<file path="config.mk">
export PLATFORM = sky130hd
export DESIGN_NAME = lwsram_core
export DESIGN_NICKNAME = d
export VERILOG_FILES = /design/src/rtl/lwsram_pkg.sv /design/src/rtl/lwsram_cmd_stage.sv /design/src/rtl/lwsram_wbuf.sv /design/src/rtl/lwsram_array.sv /design/src/rtl/lwsram_rdpath.sv /design/src/rtl/lwsram_core.sv
export SDC_FILE = /design/constraint.sdc
export NUM_CORES = 1
export LEC_CHECK = 0
export BUFFER_PORTS_ARGS = -buffer_cell sky130_fd_sc_hd__buf_2
export CAP_MARGIN = 10
export CORE_MARGIN = 2
export CORE_UTILIZATION = 64
export CTS_BUF_LIST = sky130_fd_sc_hd__clkbuf_4 sky130_fd_sc_hd__clkbuf_8
export CTS_CLUSTER_DIAMETER = 150
export DETAILED_ROUTE_END_ITERATION = 10
export PLACE_DENSITY = 0.84
export SKIP_LAST_GASP = 1
export SYNTH_ARGS = -nofsm -noshare
export SYNTH_HDL_FRONTEND = slang
export SYNTH_SLANG_ARGS = --single-unit
</file>
<file path="constraint.sdc">
create_clock -name clk -period 7.2 [get_ports clk]
set_clock_uncertainty 0.05 [all_clocks]
set_input_delay 1.8 -clock clk [delete_from_list [all_inputs] [get_ports clk]]
set_output_delay 1.8 -clock clk [all_outputs]
set_load 0.05 [all_outputs]
</file>
<file path="src/rtl/lwsram_pkg.sv">
// Shared types for the late-write memory.
// Assumes: nothing beyond the IEEE 1800-2017 language.
package lwsram_pkg;

    // Kind of command held in the command stage after a rising edge.
    typedef enum logic [1:0] {
        OP_IDLE  = 2'd0,
        OP_READ  = 2'd1,
        OP_WRITE = 2'd2
    } op_e;

endpackage

</file>
<file path="src/rtl/lwsram_cmd_stage.sv">
// Command stage: registers the command on every rising edge. A deselect,
// or any command while power-down is high, becomes OP_IDLE.
// Assumes: the lane enables are active low and are inverted into a mask here.
module lwsram_cmd_stage
    import lwsram_pkg::*;
#(
    parameter int ADDR_W = 4,
    parameter int LANES  = 4
) (
    input  logic              clk,
    input  logic              rst_n,
    input  logic [ADDR_W-1:0] addr,
    input  logic              sel_n,
    input  logic              wen_n,
    input  logic [LANES-1:0]  ben_n,
    input  logic              pdown,
    output op_e               op_q,
    output logic [ADDR_W-1:0] addr_q,
    output logic [LANES-1:0]  mask_q
);

    // Register the kind of command; reset leaves the stage idle.
    always_ff @(posedge clk) begin
        if (!rst_n) begin
            op_q <= OP_IDLE;
        end else if (pdown || sel_n) begin
            op_q <= OP_IDLE;
        end else begin
            op_q <= wen_n ? OP_READ : OP_WRITE;
        end
    end

    // Register the address and the active-high lane mask (no reset needed).
    always_ff @(posedge clk) begin
        addr_q <= addr;
        mask_q <= ~ben_n;
    end

endmodule

</file>
<file path="src/rtl/lwsram_wbuf.sv">
// One-entry write buffer. When a write's data loads, the entry held before
// it is offered to the array as a commit in the same edge.
// Assumes: load is high for exactly one edge per write command.
module lwsram_wbuf #(
    parameter int ADDR_W = 4,
    parameter int LANES  = 4,
    parameter int LANE_W = 9,
    localparam int DW    = LANES * LANE_W
) (
    input  logic              clk,
    input  logic              rst_n,
    input  logic              load,
    input  logic [ADDR_W-1:0] ld_addr,
    input  logic [LANES-1:0]  ld_mask,
    input  logic [DW-1:0]     ld_data,
    output logic              b_valid,
    output logic [ADDR_W-1:0] b_addr,
    output logic [LANES-1:0]  b_mask,
    output logic [DW-1:0]     b_data,
    output logic              commit_en
);

    // The old entry goes to the array only at the moment it is replaced.
    assign commit_en = load && b_valid;

    // The valid flag is set by the first load and cleared by reset.
    always_ff @(posedge clk) begin
        if (!rst_n) begin
            b_valid <= 1'b0;
        end else if (load) begin
            b_valid <= 1'b1;
        end
    end

    // Capture the address, mask and data of the write being deferred.
    always_ff @(posedge clk) begin
        if (load) begin
            b_addr <= ld_addr;
            b_mask <= ld_mask;
            b_data <= ld_data;
        end
    end

endmodule

</file>
<file path="src/rtl/lwsram_array.sv">
// Storage array made of registers: one write port that is masked per lane,
// and one combinational read port.
// Assumes: WORDS is small enough to build from flops; reset clears all words.
module lwsram_array #(
    parameter int ADDR_W = 4,
    parameter int LANES  = 4,
    parameter int LANE_W = 9,
    localparam int DW    = LANES * LANE_W,
    localparam int WORDS = 1 << ADDR_W
) (
    input  logic              clk,
    input  logic              rst_n,
    input  logic              we,
    input  logic [ADDR_W-1:0] waddr,
    input  logic [LANES-1:0]  wmask,
    input  logic [DW-1:0]     wdata,
    input  logic [ADDR_W-1:0] raddr,
    output logic [DW-1:0]     rdata
);

    logic [DW-1:0] mem [WORDS];

    // Clear on reset; otherwise write only the lanes selected by the mask.
    always_ff @(posedge clk) begin
        if (!rst_n) begin
            for (int w = 0; w < WORDS; w++) begin
                mem[w] <= '0;
            end
        end else if (we) begin
            for (int l = 0; l < LANES; l++) begin
                if (wmask[l]) begin
                    mem[waddr][l*LANE_W +: LANE_W] <= wdata[l*LANE_W +: LANE_W];
                end
            end
        end
    end

    // Read port that does not wait for a clock.
    assign rdata = mem[raddr];

endmodule

</file>
<file path="src/rtl/lwsram_rdpath.sv">
// Read path: compares the read address with the buffer, merges lane by lane,
// registers the word and gates it with output enable and power-down.
// Assumes: the buffer and array values seen here are those after the edge
// that sampled the read command.
module lwsram_rdpath #(
    parameter int ADDR_W = 4,
    parameter int LANES  = 4,
    parameter int LANE_W = 9,
    localparam int DW    = LANES * LANE_W
) (
    input  logic              clk,
    input  logic              rst_n,
    input  logic              rd_req,
    input  logic [ADDR_W-1:0] rd_addr,
    input  logic [DW-1:0]     arr_rdata,
    input  logic              b_valid,
    input  logic [ADDR_W-1:0] b_addr,
    input  logic [LANES-1:0]  b_mask,
    input  logic [DW-1:0]     b_data,
    input  logic              oe_n,
    input  logic              pdown,
    output logic [DW-1:0]     dout,
    output logic              dout_en
);

    logic          hit;
    logic [DW-1:0] merged;
    logic [DW-1:0] q;
    logic          q_en;

    // A bypass needs a valid buffer entry whose address equals the read address.
    assign hit = b_valid && (b_addr == rd_addr);

    // Per lane: take the buffered byte if that lane was written, else the array byte.
    for (genvar i = 0; i < LANES; i++) begin : g_lane
        assign merged[i*LANE_W +: LANE_W] = (hit && b_mask[i])
                                          ? b_data[i*LANE_W +: LANE_W]
                                          : arr_rdata[i*LANE_W +: LANE_W];
    end

    // Output register: reload on reads only, so repeated reads hold steady.
    always_ff @(posedge clk) begin
        if (!rst_n) begin
            q    <= '0;
            q_en <= 1'b0;
        end else begin
            q_en <= rd_req;
            if (rd_req) begin
                q <= merged;
            end
        end
    end

    // Asynchronous gating by output enable and power-down.
    assign dout_en = q_en && !oe_n && !pdown;
    assign dout    = dout_en ? q : '0;

endmodule

</file>
<file path="src/rtl/lwsram_core.sv">
// Top of the late-write pipelined memory: command stage, write buffer,
// storage array and read path.
// Assumes: write data is presented on the edge after its command; pads and
// tristate drivers outside use dout_en.
module lwsram_core
    import lwsram_pkg::*;
#(
    parameter int ADDR_W = 4,
    parameter int LANES  = 4,
    parameter int LANE_W = 9,
    localparam int DW    = LANES * LANE_W
) (
    input  logic              clk,
    input  logic              rst_n,
    input  logic [ADDR_W-1:0] addr,
    input  logic              sel_n,
    input  logic              wen_n,
    input  logic [LANES-1:0]  ben_n,
    input  logic [DW-1:0]     din,
    input  logic              oe_n,
    input  logic              pdown,
    output logic [DW-1:0]     dout,
    output logic              dout_en
);

    op_e               op_q;
    logic [ADDR_W-1:0] cmd_addr;
    logic [LANES-1:0]  cmd_mask;
    logic              b_valid;
    logic [ADDR_W-1:0] b_addr;
    logic [LANES-1:0]  b_mask;
    logic [DW-1:0]     b_data;
    logic              commit_en;
    logic [DW-1:0]     arr_rdata;

    lwsram_cmd_stage #(.ADDR_W(ADDR_W), .LANES(LANES)) u_cmd (
        .clk    (clk),
        .rst_n  (rst_n),
        .addr   (addr),
        .sel_n  (sel_n),
        .wen_n  (wen_n),
        .ben_n  (ben_n),
        .pdown  (pdown),
        .op_q   (op_q),
        .addr_q (cmd_addr),
        .mask_q (cmd_mask)
    );

    lwsram_wbuf #(.ADDR_W(ADDR_W), .LANES(LANES), .LANE_W(LANE_W)) u_wbuf (
        .clk       (clk),
        .rst_n     (rst_n),
        .load      (op_q == OP_WRITE),
        .ld_addr   (cmd_addr),
        .ld_mask   (cmd_mask),
        .ld_data   (din),
        .b_valid   (b_valid),
        .b_addr    (b_addr),
        .b_mask    (b_mask),
        .b_data    (b_data),
        .commit_en (commit_en)
    );

    lwsram_array #(.ADDR_W(ADDR_W), .LANES(LANES), .LANE_W(LANE_W)) u_array (
        .clk   (clk),
        .rst_n (rst_n),
        .we    (commit_en),
        .waddr (b_addr),
        .wmask (b_mask),
        .wdata (b_data),
        .raddr (cmd_addr),
        .rdata (arr_rdata)
    );

    lwsram_rdpath #(.ADDR_W(ADDR_W), .LANES(LANES), .LANE_W(LANE_W)) u_rd (
        .clk       (clk),
        .rst_n     (rst_n),
        .rd_req    (op_q == OP_READ),
        .rd_addr   (cmd_addr),
        .arr_rdata (arr_rdata),
        .b_valid   (b_valid),
        .b_addr    (b_addr),
        .b_mask    (b_mask),
        .b_data    (b_data),
        .oe_n      (oe_n),
        .pdown     (pdown),
        .dout      (dout),
        .dout_en   (dout_en)
    );

endmodule

</file>
* Yosys cells after proc, flatten, opt, wreduce, memory -nomap -nowiden
Memories as Yosys holds them, arrays and structs flattened. A register that Yosys moved wholly into a read port is not among the register bits. Index checks and enable logic that the tools add are counted.
Cells by class: $add $sub $neg 0, multiply operators 0, divide/modulo/power cells 0, magnitude comparators 0, eq/ne operators 3, shift operators 0, multiplexer cells 26, bitwise logic cells 2, reduce and logical (&&, ||, !) cells 13
Operators with widths (count):
- 36-bit two-way mux | 2
- 9-bit two-way mux | 4
- 36-bit OR reduction | 1
- 1-bit two-way mux | 17
- 1-bit logical AND | 8
- 4-bit two-way mux | 2
- 4-bit equality test | 1
- 4-bit NOT | 1
- 2-bit by 1-bit equality test with 1-bit output, second input constant | 1
- 2-bit equality test, second input constant | 1
- 1-bit logical NOT | 2
- 2-bit two-way mux | 1
- 2-bit OR reduction | 1
- 1-bit logical OR | 1
- 1-bit NOT | 1
Word-level totals: register bits after elaboration 92, latch bits 0, bits in writable memories 576, ROM bits 0, output and inout port bits 37, word-level logic and storage cells 54, memories 1
Memories:
- u_array.mem | depth 16, width 36, rd ports 1, clocked after memory_dff 1, wr ports 16, line lwsram_array.sv:21 | logic [DW-1:0] mem [WORDS];

* Depth between registers and ports, before layout
Gate-level depths: netlist of the first run.
depth in word-level cells 7, depth in mapped cells 8

* By module
From an unflattened synthesis of the first run, not the netlist that was laid out.
Second synthesis, totals: cells, all modules 2054, area total of the unflattened synthesis 28592.4 µm²
By module, submodules not included:
- lwsram_array | instances 1, cells an instance 1704, area an instance 24818.8 µm², sequential area each 17296.6 µm²
- lwsram_rdpath | instances 1, cells an instance 285, area an instance 2159.6 µm², sequential area each 740.7 µm²
- lwsram_wbuf | instances 1, cells an instance 47, area an instance 1356.3 µm², sequential area each 1341.3 µm²
- lwsram_cmd_stage | instances 1, cells an instance 16, area an instance 242.7 µm², sequential area each 200.2 µm²
- lwsram_core | instances 1, cells an instance 2, area an instance 15.0 µm², sequential area each 0.0 µm²

* Least setup slack after synthesis of the first run
Ideal clock, no wire load.
path type input-to-output, start point in pdown, end point out dout[0], arrival time 3.439 ns, required time 5.350 ns, slack 1.911 ns, cell stages on the path 3, path buffers 1, path through nor3b_1 -> clkbuf_1 -> and2_1
Between the ends: longest elaborated chain between the ends 3
RTL lines:
- start, declared | line lwsram_core.sv:21 | input logic pdown,
- 1-bit logical NOT | line lwsram_rdpath.sv:55 | assign dout_en = q_en && !oe_n && !pdown;
- 1-bit logical AND | line lwsram_rdpath.sv:55
- via dout_en | line lwsram_core.sv:23 | output logic dout_en
- 36-bit two-way mux | line lwsram_rdpath.sv:56 | assign dout = dout_en ? q : '0;
- end, declared | line lwsram_core.sv:22 | output logic [DW-1:0] dout,
The timed path passes the listed nets, and every way through them passes these cells.

* Final worst setup path of the first run
start point in pdown, end point out dout[20]
Between the ends: longest elaborated chain between the ends 3
RTL lines (line):
- 1-bit logical NOT | lwsram_rdpath.sv:55
- 1-bit logical AND | lwsram_rdpath.sv:55
- 36-bit two-way mux | lwsram_rdpath.sv:56
No other way between the ends.

==> summary.md, run 1 <==
| Metric | Value |
|---|---|
| # port buffers | `86` |
| Max cap viols | `0` |
| Crit path max-delay family | `buffers and inverters` |
| Final Hold Vio Count | `0` |
| Worst path cell trace | `buf_2, nor3b_2, buf_4, and2_1, buf_2` |
| Horiz. Die Dim | `222 microns` |
| Final net count | `2304` |
| FF-to-FF End | `u_array.mem[12][2]$_SDFFCE_PN0P_` |
| Crit Reg-Reg Startpoint | `u_cmd.op_q[0]$_SDFF_PP0_` |
| Pre-Repair DR Iteration Count | `6` |
| YS warnings | `0` |
| Max transition margin | `15.3%` |
| Via/cell ratio | `6.46` |
| Commonest register cell after synthesis | `edfxtp_1` |
| Commonest cells in the netlist | `620 x edfxtp_1, 614 x and2_1, 128 x mux2i_1` |
| Post-Syn Area | `30500 sq um` |
| HP Class | `register to register` |
| Via count | `19100` |
| Simple-gate share of the synthesized area | `15.9%` |
| CP Buf/Inv Count | `3` |
| Hold_sp | `u_cmd.mask_q[2]$_DFF_P_` |
| R2R cell count | `3` |
| Crit. path cell count | `5` |
| Initial Util | `64.4%` |
| First-pass GRT wire length | `113000 microns` |
| Gpl congestion | `0.862` |
| Yosys cell types | `40` |
| DIE AREA | `49400 sq um` |
| Max Fclk | `207 MHz` |
| Critical Path AT | `2.99 ns` |
| Final count of negative-setup-slack endpoints | `0` |
| Global Route Usage Sum | `30.7%` |
| Clock Latency Late Sink | `0.71 ns` |
| Number of CTS-inserted buffers | `105` |
| Leak Pwr | `12.5 nW` |
| Num rows | `80` |
| WHS Path Cells | `0` |
| Violation count after the first detailed-route iteration | `2773` |
| Post-synthesis mux area share | `11.7%` |
| CP startpoint | `pdown` |
| Register bit count reported by yosys | `668` |
| Chip height | `222 microns` |
| Post-synth ARST share | `0%` |
| Core Area | `47300 sq um` |
| Count leader, synth | `edfxtp_1` |
| Remaining Overflow, GRT | `0` |
| Final wirelength | `74500 microns` |
| Vias in the first global route | `19100` |
| Syn nets | `2188` |
| Sequential-to-total area share from yosys stat | `64.2%` |
| Root Driver | `clkbuf_8` |
| Complex-gate fraction of the synthesized area | `5.47%` |
| Crit-path most repeated cell | `buf_2` |
| CTS tree | `yes` |
| Layout cells sized above 1 | `18.7%` |
| R2R Setup Slk | `3.75 ns` |
| DPL Wire Length | `44900 microns` |
| CTS sink count | `668` |
| Worst path max stage delay | `0.43 ns` |
| Clk pin slew, worst setup/hold paths | `0.06 ns` |
| Worst vdd ir | `0.000121 V` |
| Share of the synthesized area in the top cell type | `61.0%` |
| Crit Path Category | `input pin to output port` |
| Remaining antenna violation count after routing | `0` |
| I/O pins | `87` |
| Post-Route Setup TNS | `0 ns` |
| Critical path's slowest cell | `buf_4` |
| Period utilization | `67.3%` |
| Post-CTS Setup Bufs | `0` |
| Routed WL per cell | `25.2 microns` |
| Xor-xnor portion of the synthesized cell area | `0.115%` |
| Pre-CTS setup slack | `2.34 ns` |
| Crit path max fanout | `37` |
| Crit path required time | `5.35 ns` |
| Main combinational cell family by area after synthesis | `simple AND/OR/NAND/NOR gates` |
| DRC | `0` |
| Antenna violations before repair | `1` |
| Layout area overhead | `10.1%` |
| Fill cell count | `3028` |
| Status | `complete, no violations` |
| Crit end category | `output port` |
| Worst slew pin tran | `1.26 ns` |
| Setup ws final | `2.36 ns` |
| Post-synth EDFFs | `620` |
| H-Tree Depth | `3` |
| Largest net degree at the start of global routing | `131` |
| Unrepaired setup endpoints after global routing | `false` |
| CTS Buffer Depth | `3` |
| Post-Synth Adder-Cell Area | `0%` |
| Syn Area/Cell | `14.3 sq um` |
| Fin crit period | `4.84 ns` |
| Cts hold-fix bufs | `0` |
| Mapped Cells | `2138` |
| Worst setup SP type | `input pin` |
| Final-report max-slew violation count | `0` |
| Hold Path End | `u_wbuf.b_mask[2]$_DFFE_PN_` |
| Synth top area cells | `edfxtp_1 61%, and2_1 13%, mux4_2 4.8%, mux2i_1 4.2%, dfxtp_1 3.1%` |
| Post-CTS Resized | `0` |
| Area leader, netlist | `edfxtp_1` |
| Power Density | `239 nW/um^2` |
worst max path at each step:
stage	end	slack, ns
3_5_place_dp	dout[20]	2.34
5_1_grt	dout[4]	2.24
6_report	dout[20]	2.36
3_3_place_gp	dout[20]	2.39
4_1_cts	dout[20]	2.34
2_1_floorplan	dout[0]	1.91
worst reg2reg max path: stages (launching register included):
cell,delay (ns)
dfxtp_1,0.36
and3b_1,0.43
nand3_1,0.87
o21ai_0,1.33
power breakdown:
| part | internal [W] | switching (W) |
|---|---|---|
| logic | 0.000176 | 0.000256 |
| clock network | 0.00170 | 0.00147 |
| registers | 0.00435 | 0.0000714 |
cell type report:
class | instances | area [sq um] | share of cell area, %
inverters | 4 | 15.0 | 0.0447
diodes | 1 | 2.50 | 0.00745
flip-flops and latches | 668 | 19600 | 58.3
well taps | 615 | 769 | 2.29
clock buffers | 147 | 1790 | 5.32
repair buffers | 158 | 993 | 2.96
multi-input cells | 1317 | 10200 | 30.3
clock inverters | 41 | 260 | 0.775
placed cells by master, fill, tap and decap left out, drive strengths merged, types with 4 or more instances in the layout:
master | Yosys | layout
mux2i | 128 | 128
nor4 | 20 | 20
dfxtp | 48 | 48
o21ai | 100 | 100
inv | 4 | 4
and2 | 614 | 614
nand4 | 18 | 18
a22oi | 20 | 20
a311oi | 20 | 20
o41ai | 16 | 16
edfxtp | 620 | 620
or2 | 16 | 16
nand3 | 14 | 14
xnor2 | 4 | 4
mux4 | 88 | 88
a2bb2oi | 36 | 36
clkinv | 0 | 35
clkbuf | 96 | 148
buf | 50 | 157
a21oi | 4 | 4
nor2b | 8 | 8
a221oi | 16 | 16
o21a | 17 | 17
nand2 | 69 | 69
mux2 | 20 | 20
a31oi | 16 | 16
nor2 | 67 | 67
cell families after synthesis:
group	after synthesis
buffers and inverters	153
AOI/OAI and AO/OA	245
DFF	668
and+or+nand+nor	832
xor gates and xnor gates	4
muxes	236
sequential cells by signal, summed over array words and instances (netlist names):
signal / cells
u_cmd.addr_q: 4
u_wbuf.b_mask: 4
u_cmd.mask_q: 4
u_rd.q_en: 1
u_wbuf.b_addr: 4
u_cmd.op_q: 2
u_wbuf.b_data: 36
u_wbuf.b_valid: 1
u_array.mem: 576
u_rd.q: 36
stage by stage:
stage | hold slack [ns] | util (%) | cells | total power (W) | instance area (sq um)
after floorplan | 0.336 | - | 2138 | 0.00476 | 30500
after global placement | 0.341 | 66.6 | 2761 | 0.00490 | 31500
after detailed placement | 0.340 | 66.6 | 2761 | 0.00492 | 31500
after CTS | 0.356 | 70.9 | 2949 | 0.00803 | 33600
after global routing | 0.371 | 70.9 | 2950 | 0.00823 | 33600
final | 0.353 | 70.9 | 2951 | 0.00802 | 33600
layer usage:
metal	track usage [%]	up-vias	wire length, microns	share of wire (%)
met1	41.7	9471	28100	38
li1	-	8191	-	-
met2	48.8	1204	35700	48
met4	12.1	0	2700	3.6
met5	0	-	0	0
met3	6.96	209	7960	11
No activity file was read; power rests on OpenSTA's default activity.
==> run 2: changes to the inputs <==
CORE_UTILIZATION = 59   (was 64)
PLACE_DENSITY = 0.81   (was 0.84)
clock period = 3.93 ns   (was 7.2 ns; I/O delays follow)
==> run 2 against run 1 <==
  * Count of clock-buffer cells in the layout up 13
  * Clock power increased by 91%
  * Flip-flop and latch count is the same
==> summary.md, run 2 (synthesis gave the netlist of run 1 again) <==
| Metric | Value |
|---|---|
| Status | `complete, no violations (unchanged)` |
| Max cap viols | `0 (unchanged)` |
| Setup ws final | `0.712 ns (was 2.36 ns)` |
| Routed WL per cell | `25.1 microns (was 25.2 microns)` |
| Unrepaired setup endpoints after global routing | `false (unchanged)` |
| Final wirelength | `76300 microns (was 74500 microns)` |
| Worst setup SP type | `input pin (unchanged)` |
| Largest Register | `u_array.mem (unchanged)` |
| DPL Wire Length | `47900 microns (was 44900 microns)` |
| Initial Util | `59.6% (was 64.4%)` |
| Post-CTS Resized | `0 (unchanged)` |
| Crit path max fanout | `37 (unchanged)` |
| Gpl congestion | `0.852 (was 0.862)` |
| Pre-CTS setup slack | `0.490 ns (was 2.34 ns)` |
| DIE AREA | `53500 sq um (was 49400 sq um)` |
| Period utilization | `81.9%` |
| Core Area | `51200 sq um (was 47300 sq um)` |
| Crit end category | `output port (unchanged)` |
| Antenna violations before repair | `1 (unchanged)` |
| Post-Route Setup TNS | `0 ns (unchanged)` |
| Max layer used | `met5 (was met4)` |
| Clk pin slew, worst setup/hold paths | `0.05 ns (was 0.06 ns)` |
| H-Tree Depth | `3 (unchanged)` |
| # port buffers | `86 (unchanged)` |
| Max FFs per register | `576 (unchanged)` |
| Total power | `0.0150 W (was 0.00802 W)` |
| Met3 wire length | `7170 microns (was 7960 microns)` |
| DRC | `0 (unchanged)` |
| Final Hold Vio Count | `0 (unchanged)` |
| Via count | `19100 (about the same)` |
| Chip height | `231 microns (was 222 microns)` |
| Clock Latency Late Sink | `0.72 ns (was 0.71 ns)` |
| Via/cell ratio | `6.29 (was 6.46)` |
| Worst path max stage delay | `0.44 ns (was 0.43 ns)` |
| I/O pins | `87 (unchanged)` |
| Max Fclk | `311 MHz` |
| Cts hold-fix bufs | `0 (unchanged)` |
| Crit Path Category | `input pin to output port (unchanged)` |
| CTS Buffer Depth | `3 (unchanged)` |
| Worst vdd ir | `0.000249 V (was 0.000121 V)` |
| HP Class | `input pin to register (was register to register)` |
| Vias in the first global route | `19000 (was 19100)` |
| R2R Setup Slk | `1.11 ns (was 3.75 ns)` |
| Final Non-Filler Cells | `3037 (was 2951)` |
| CTS sink count | `668 (unchanged)` |
| Critical path's slowest cell | `buf_4 (unchanged)` |
| Worst slew pin tran | `1.24 ns (was 1.26 ns)` |
| Layout area overhead | `11.3% (was 10.1%)` |
| Max transition margin | `16.8% (was 15.3%)` |
| CTS tree | `yes (unchanged)` |
| N_diodes | `0 (was 1)` |
| Critical Path AT | `2.19 ns (was 2.99 ns)` |
| Worst path cell trace | `buf_2, nor3b_2, buf_4, and2_1, buf_2 (unchanged)` |
| Routed metal-1 wirelength | `29500 microns (was 28100 microns)` |
| Pre-Repair DR Iteration Count | `7 (was 6)` |
| Remaining Overflow, GRT | `0 (unchanged)` |
| Root Driver | `clkbuf_8 (unchanged)` |
| Global Route Usage Sum | `28.6% (was 30.7%)` |
| WHS | `0.333 ns (was 0.353 ns)` |
| Num rows | `83 (was 80)` |
| Final count of negative-setup-slack endpoints | `0 (unchanged)` |
| Fin crit period | `3.22 ns` |
| Crit path required time | `2.90 ns (was 5.35 ns)` |
| Horiz. Die Dim | `231 microns (was 222 microns)` |
| Placed insts | `2842 (was 2761)` |
| Final net count | `2317 (was 2304)` |
| Crit-path most repeated cell | `buf_2 (unchanged)` |
| Layout cells sized above 1 | `19.7% (was 18.7%)` |
| Post-CTS Setup Bufs | `0 (unchanged)` |
| Regs by FF count | `u_array.mem: 576 flops, u_rd.q: 36 flops, u_wbuf.b_data: 36 flops (unchanged)` |
| First-pass GRT wire length | `114000 microns (was 113000 microns)` |
| Final-report max-slew violation count | `0 (unchanged)` |
| Commonest non-fill, non-tap cell in the layout | `edfxtp_1 (unchanged)` |
| Most frequent cells in the layout | `620 x edfxtp_1, 614 x and2_1, 128 x mux2i_1 (unchanged)` |
| Remaining antenna violation count after routing | `0 (unchanged)` |
| Number of CTS-inserted buffers | `103 (was 105)` |
| Met2 wire len | `36900 microns (was 35700 microns)` |
| Largest net degree at the start of global routing | `106 (was 131)` |
| Leak Pwr | `12.6 nW (was 12.5 nW)` |
| Violation count after the first detailed-route iteration | `2415 (was 2773)` |
| Power Density | `441 nW/um^2 (was 239 nW/um^2)` |
==> run 2: layout make-up <==
cell class,count,area (sq um)
Timing Repair Buffer,173,1130
Clock buffer,160,1890
Clock inverter,35,284
Sequential cell,668,19600
Tap cell,680,851
Fill cell,3472,17300
Inverter,4,15.0
Multi-Input combinational cell,1317,10200
==> run 2: final timing paths <==
check	start	to	cells past startpoint
worst max-delay path	pdown	dout[19]	5
worst min-delay path	addr[0]	u_cmd.addr_q[0]$_DFF_P_	1
worst min register to register	u_cmd.mask_q[0]$_DFF_P_	u_wbuf.b_mask[0]$_DFFE_PN_	0
worst max register to register	u_cmd.addr_q[2]$_DFF_P_	u_rd.q[11]$_SDFFE_PN0P_	5
==> run 2: critical path, delay by kind of cell <==
| kind | cells | cell delay, ns |
|---|---|---|
| buf+inv | 3 | 0.82 |
| simple gates | 2 | 0.37 |
==> run 2: per-layer routing <==
metal / up-vias / global-route usage (%)
met4: 2 / 11.4
met1: 9571 / 38.8
met2: 1108 / 45.9
met3: 196 / 5.83
met5: - / 0
li1: 8226 / -
==> run 2: through the flow <==
| step | cell area (sq um) | utilization [%] |
|---|---|---|
| after CTS | 33900 | 66.3 |
| after detailed placement | 31800 | 62.1 |
| final | 33900 | 66.3 |
| after global placement | 31800 | 62.1 |
| after floorplan | 30500 | - |
| after global routing | 33900 | 66.3 |
==> run 2: report_power, final <==
group / leakage (nW) / total [W] / internal, W / switching [W]
sequential: 6.73 / 0.00810 / 0.00797 / 0.000131
combinational: 4.75 / 0.000806 / 0.000331 / 0.000475
clock: 1.16 / 0.00607 / 0.00334 / 0.00273
==> run 3: changes to the inputs <==
CORE_UTILIZATION = 64   (was 59)
PLACE_DENSITY = 0.84   (was 0.81)
clock period = 3.3 ns   (was 3.93 ns; I/O delays follow)
==> run 3 against run 2 <==
  * Critical path depth is 1 lower
  * Core utilization is 5.2 points higher
  * Routed wire length is 2.8% lower
  * Via count is 0.66% lower
  * Cell count is 2.0% lower
  * Global-route usage is 1.6 points higher
  * First-iteration DRC count is 4.8% higher
  * Flip-flop and latch count stayed put
  * Design area is 0.25% lower
  * Setup slack worse by 0.24 ns
  * Register-to-register slack worse by 0.46 ns
  * Critical endpoint is now dout[18]
  * Largest cell class unchanged
==> summary.md, run 3 (synthesis gave the netlist of run 1 again) <==
| Metric | Value |
|---|---|
| Status | `complete, no violations (unchanged)` |
| I/O pins | `87 (unchanged)` |
| CTS tree | `yes (unchanged)` |
| N_diodes | `0 (unchanged)` |
| Final Hold Vio Count | `0 (unchanged)` |
| DRC | `0 (unchanged)` |
| Num rows | `80 (was 83)` |
| Cts hold-fix bufs | `0 (unchanged)` |
| Period utilization | `85.6%` |
| Worst setup SP type | `register (was input pin)` |
| Vias in the first global route | `19200 (was 19000)` |
| Routed WL per cell | `24.9 microns (was 25.1 microns)` |
| Final-report max-slew violation count | `0 (unchanged)` |
| Crit Reg-Reg Startpoint | `u_wbuf.b_addr[2]$_DFFE_PN_ (was u_cmd.addr_q[2]$_DFF_P_)` |
| Critical Path AT | `1.95 ns (was 2.19 ns)` |
| Max transition margin | `26.4% (was 16.8%)` |
| CTS Buffer Depth | `3 (unchanged)` |
| Fin crit period | `2.83 ns` |
| Setup crit end | `dout[18] (was dout[19])` |
| Total power | `0.0174 W (was 0.0150 W)` |
| Post-Route Setup TNS | `0 ns (unchanged)` |
| Critical path's slowest cell | `dfxtp_1 (was buf_4)` |
| Worst path max stage delay | `0.30 ns (was 0.44 ns)` |
| HP Class | `input pin to register (unchanged)` |
| Layout cells sized above 1 | `19.7% (about the same)` |
| Antenna violations before repair | `0 (was 1)` |
| Crit. path cell count | `4 (was 5)` |
| Clock Latency Late Sink | `0.71 ns (was 0.72 ns)` |
| Horiz. Die Dim | `222 microns (was 231 microns)` |
| DPL Wire Length | `46700 microns (was 47900 microns)` |
| Leak Pwr | `12.6 nW (about the same)` |
| Power Density | `514 nW/um^2 (was 441 nW/um^2)` |
| Final wirelength | `74200 microns (was 76300 microns)` |
| WHS | `0.181 ns (was 0.333 ns)` |
| Crit Path Category | `register to output port (was input pin to output port)` |
| Final net count | `2331 (was 2317)` |
| Via count | `19000 (was 19100)` |
| Hold_sp | `addr[2] (was addr[0])` |
| Crit end category | `output port (unchanged)` |
| CP Buf/Inv Count | `2 (was 3)` |
| H-Tree Depth | `3 (unchanged)` |
| Worst vdd ir | `0.000366 V (was 0.000249 V)` |
| First-pass GRT wire length | `112000 microns (was 114000 microns)` |
| CP startpoint | `u_rd.q_en$_SDFF_PN0_ (was pdown)` |
| Core Area | `47300 sq um (was 51200 sq um)` |
| Chip height | `222 microns (was 231 microns)` |
| Crit path required time | `2.42 ns (was 2.90 ns)` |
| FF-to-FF End | `u_array.mem[7][33]$_SDFFCE_PN0P_ (was u_rd.q[11]$_SDFFE_PN0P_)` |
| Clk pin slew, worst setup/hold paths | `0.06 ns (was 0.05 ns)` |
| Largest Register | `u_array.mem (unchanged)` |
| # port buffers | `86 (unchanged)` |
| Final count of negative-setup-slack endpoints | `0 (unchanged)` |
| Unrepaired setup endpoints after global routing | `false (unchanged)` |
| Commonest non-fill, non-tap cell in the layout | `edfxtp_1 (unchanged)` |
| Initial Util | `64.4% (was 59.6%)` |
| CTS sink count | `668 (unchanged)` |
| Worst slew pin tran | `1.10 ns (was 1.24 ns)` |
| Gpl congestion | `0.890 (was 0.852)` |
| Remaining antenna violation count after routing | `0 (unchanged)` |
| Fill cell count | `2957 (was 3472)` |
| Crit path max fanout | `37 (unchanged)` |
| Violation count after the first detailed-route iteration | `2531 (was 2415)` |
| R2R Setup Slk | `0.65 ns (was 1.11 ns)` |
| Max Fclk | `354 MHz` |
| Global Route Usage Sum | `30.2% (was 28.6%)` |
| Sequential cell area | `19600 sq um (unchanged)` |
| Crit path max-delay family | `buffers and inverters (unchanged)` |
| Multi-input logic area | `10200 sq um (about the same)` |
| Number of CTS-inserted buffers | `105 (was 103)` |
| Max FFs per register | `576 (unchanged)` |
| Most frequent cells in the layout | `620 x edfxtp_1, 614 x and2_1, 128 x mux2i_1 (unchanged)` |
| Via/cell ratio | `6.37 (was 6.29)` |
| Post-CTS Setup Bufs | `0 (unchanged)` |
| Remaining Overflow, GRT | `0 (unchanged)` |
| Regs by FF count | `u_array.mem: 576 flops, u_rd.q: 36 flops, u_wbuf.b_data: 36 flops (unchanged)` |
| DIE AREA | `49400 sq um (was 53500 sq um)` |
| Max cap viols | `0 (unchanged)` |
| R2R cell count | `4 (was 5)` |
| Pre-Repair DR Iteration Count | `5 (was 7)` |
| Post-CTS Resized | `0 (unchanged)` |
| Layout area overhead | `11.0% (was 11.3%)` |
| Worst path cell trace | `nor3b_2, buf_12, and2_1, buf_2 (was buf_2, nor3b_2, buf_4, and2_1, buf_2)` |
| Largest net degree at the start of global routing | `105 (was 106)` |
| Root Driver | `clkbuf_8 (unchanged)` |
run 3: cell types whose count changed in the layout (fill, tap and decap cells not counted), moves of 3 or more:
cell	change
buf_4	+7
inv_6	-3
buf_12	+5
clkinv_1	+4
clkbuf_8	+5
clkbuf_4	-12
bufinv_16	-4
clkinv_2	+4
run 3: area by class of cell:
| type | instances | area share [%] |
|---|---|---|
| inverters | 4 | 0.0443 |
| flip-flops and latches | 668 | 57.9 |
| well taps | 615 | 2.27 |
| multi-input cells | 1317 | 30.0 |
| clock inverters | 35 | 0.458 |
| clock buffers | 153 | 5.52 |
| repair buffers | 185 | 3.80 |
run 3: worst min-delay path by stage:
stage                                       endpoint  slack, ns  cells after the start
after global routing         u_cmd.addr_q[3]$_DFF_P_       0.14                      1
after detailed placement  u_wbuf.b_mask[1]$_DFFE_PN_       0.34                      0
after floorplan           u_wbuf.b_mask[0]$_DFFE_PN_       0.34                      0
final                        u_cmd.addr_q[2]$_DFF_P_       0.18                      1
after global placement    u_wbuf.b_mask[1]$_DFFE_PN_       0.34                      0
after CTS                    u_cmd.addr_q[2]$_DFF_P_       0.13                      1
run 3: metal layers:
layer  GRT usage (%)  wire length [microns]  up-vias  part of all wire [%]
li1                -                      -     8239                     -
met1            41.1                  28600     9379                    39
met2            47.3                  34900     1157                    47
met3            7.22                   7830      202                    11
met4            12.9                   2830        0                   3.8
met5               0                      0        -                     0
run 3: report_power, final:
group / switching (W) / internal [W] / leakage (nW) / total (W)
Sequential: 0.000162 / 0.00949 / 6.73 / 0.00965
Clock: 0.00318 / 0.00361 / 1.08 / 0.00679
Combinational: 0.000555 / 0.000406 / 4.83 / 0.000960
run 3: stage by stage:
step | std cells | setup slack (ns) | instance area [sq um] | util (%)
after detailed placement | 2789 | 0.476 | 31800 | 67.2
final | 2977 | 0.474 | 33900 | 71.5
after CTS | 2977 | 0.409 | 33900 | 71.5
after floorplan | 2138 | 0.200 | 30500 | -
after global routing | 2977 | 0.370 | 33900 | 71.5
after global placement | 2789 | 0.558 | 31800 | 67.2
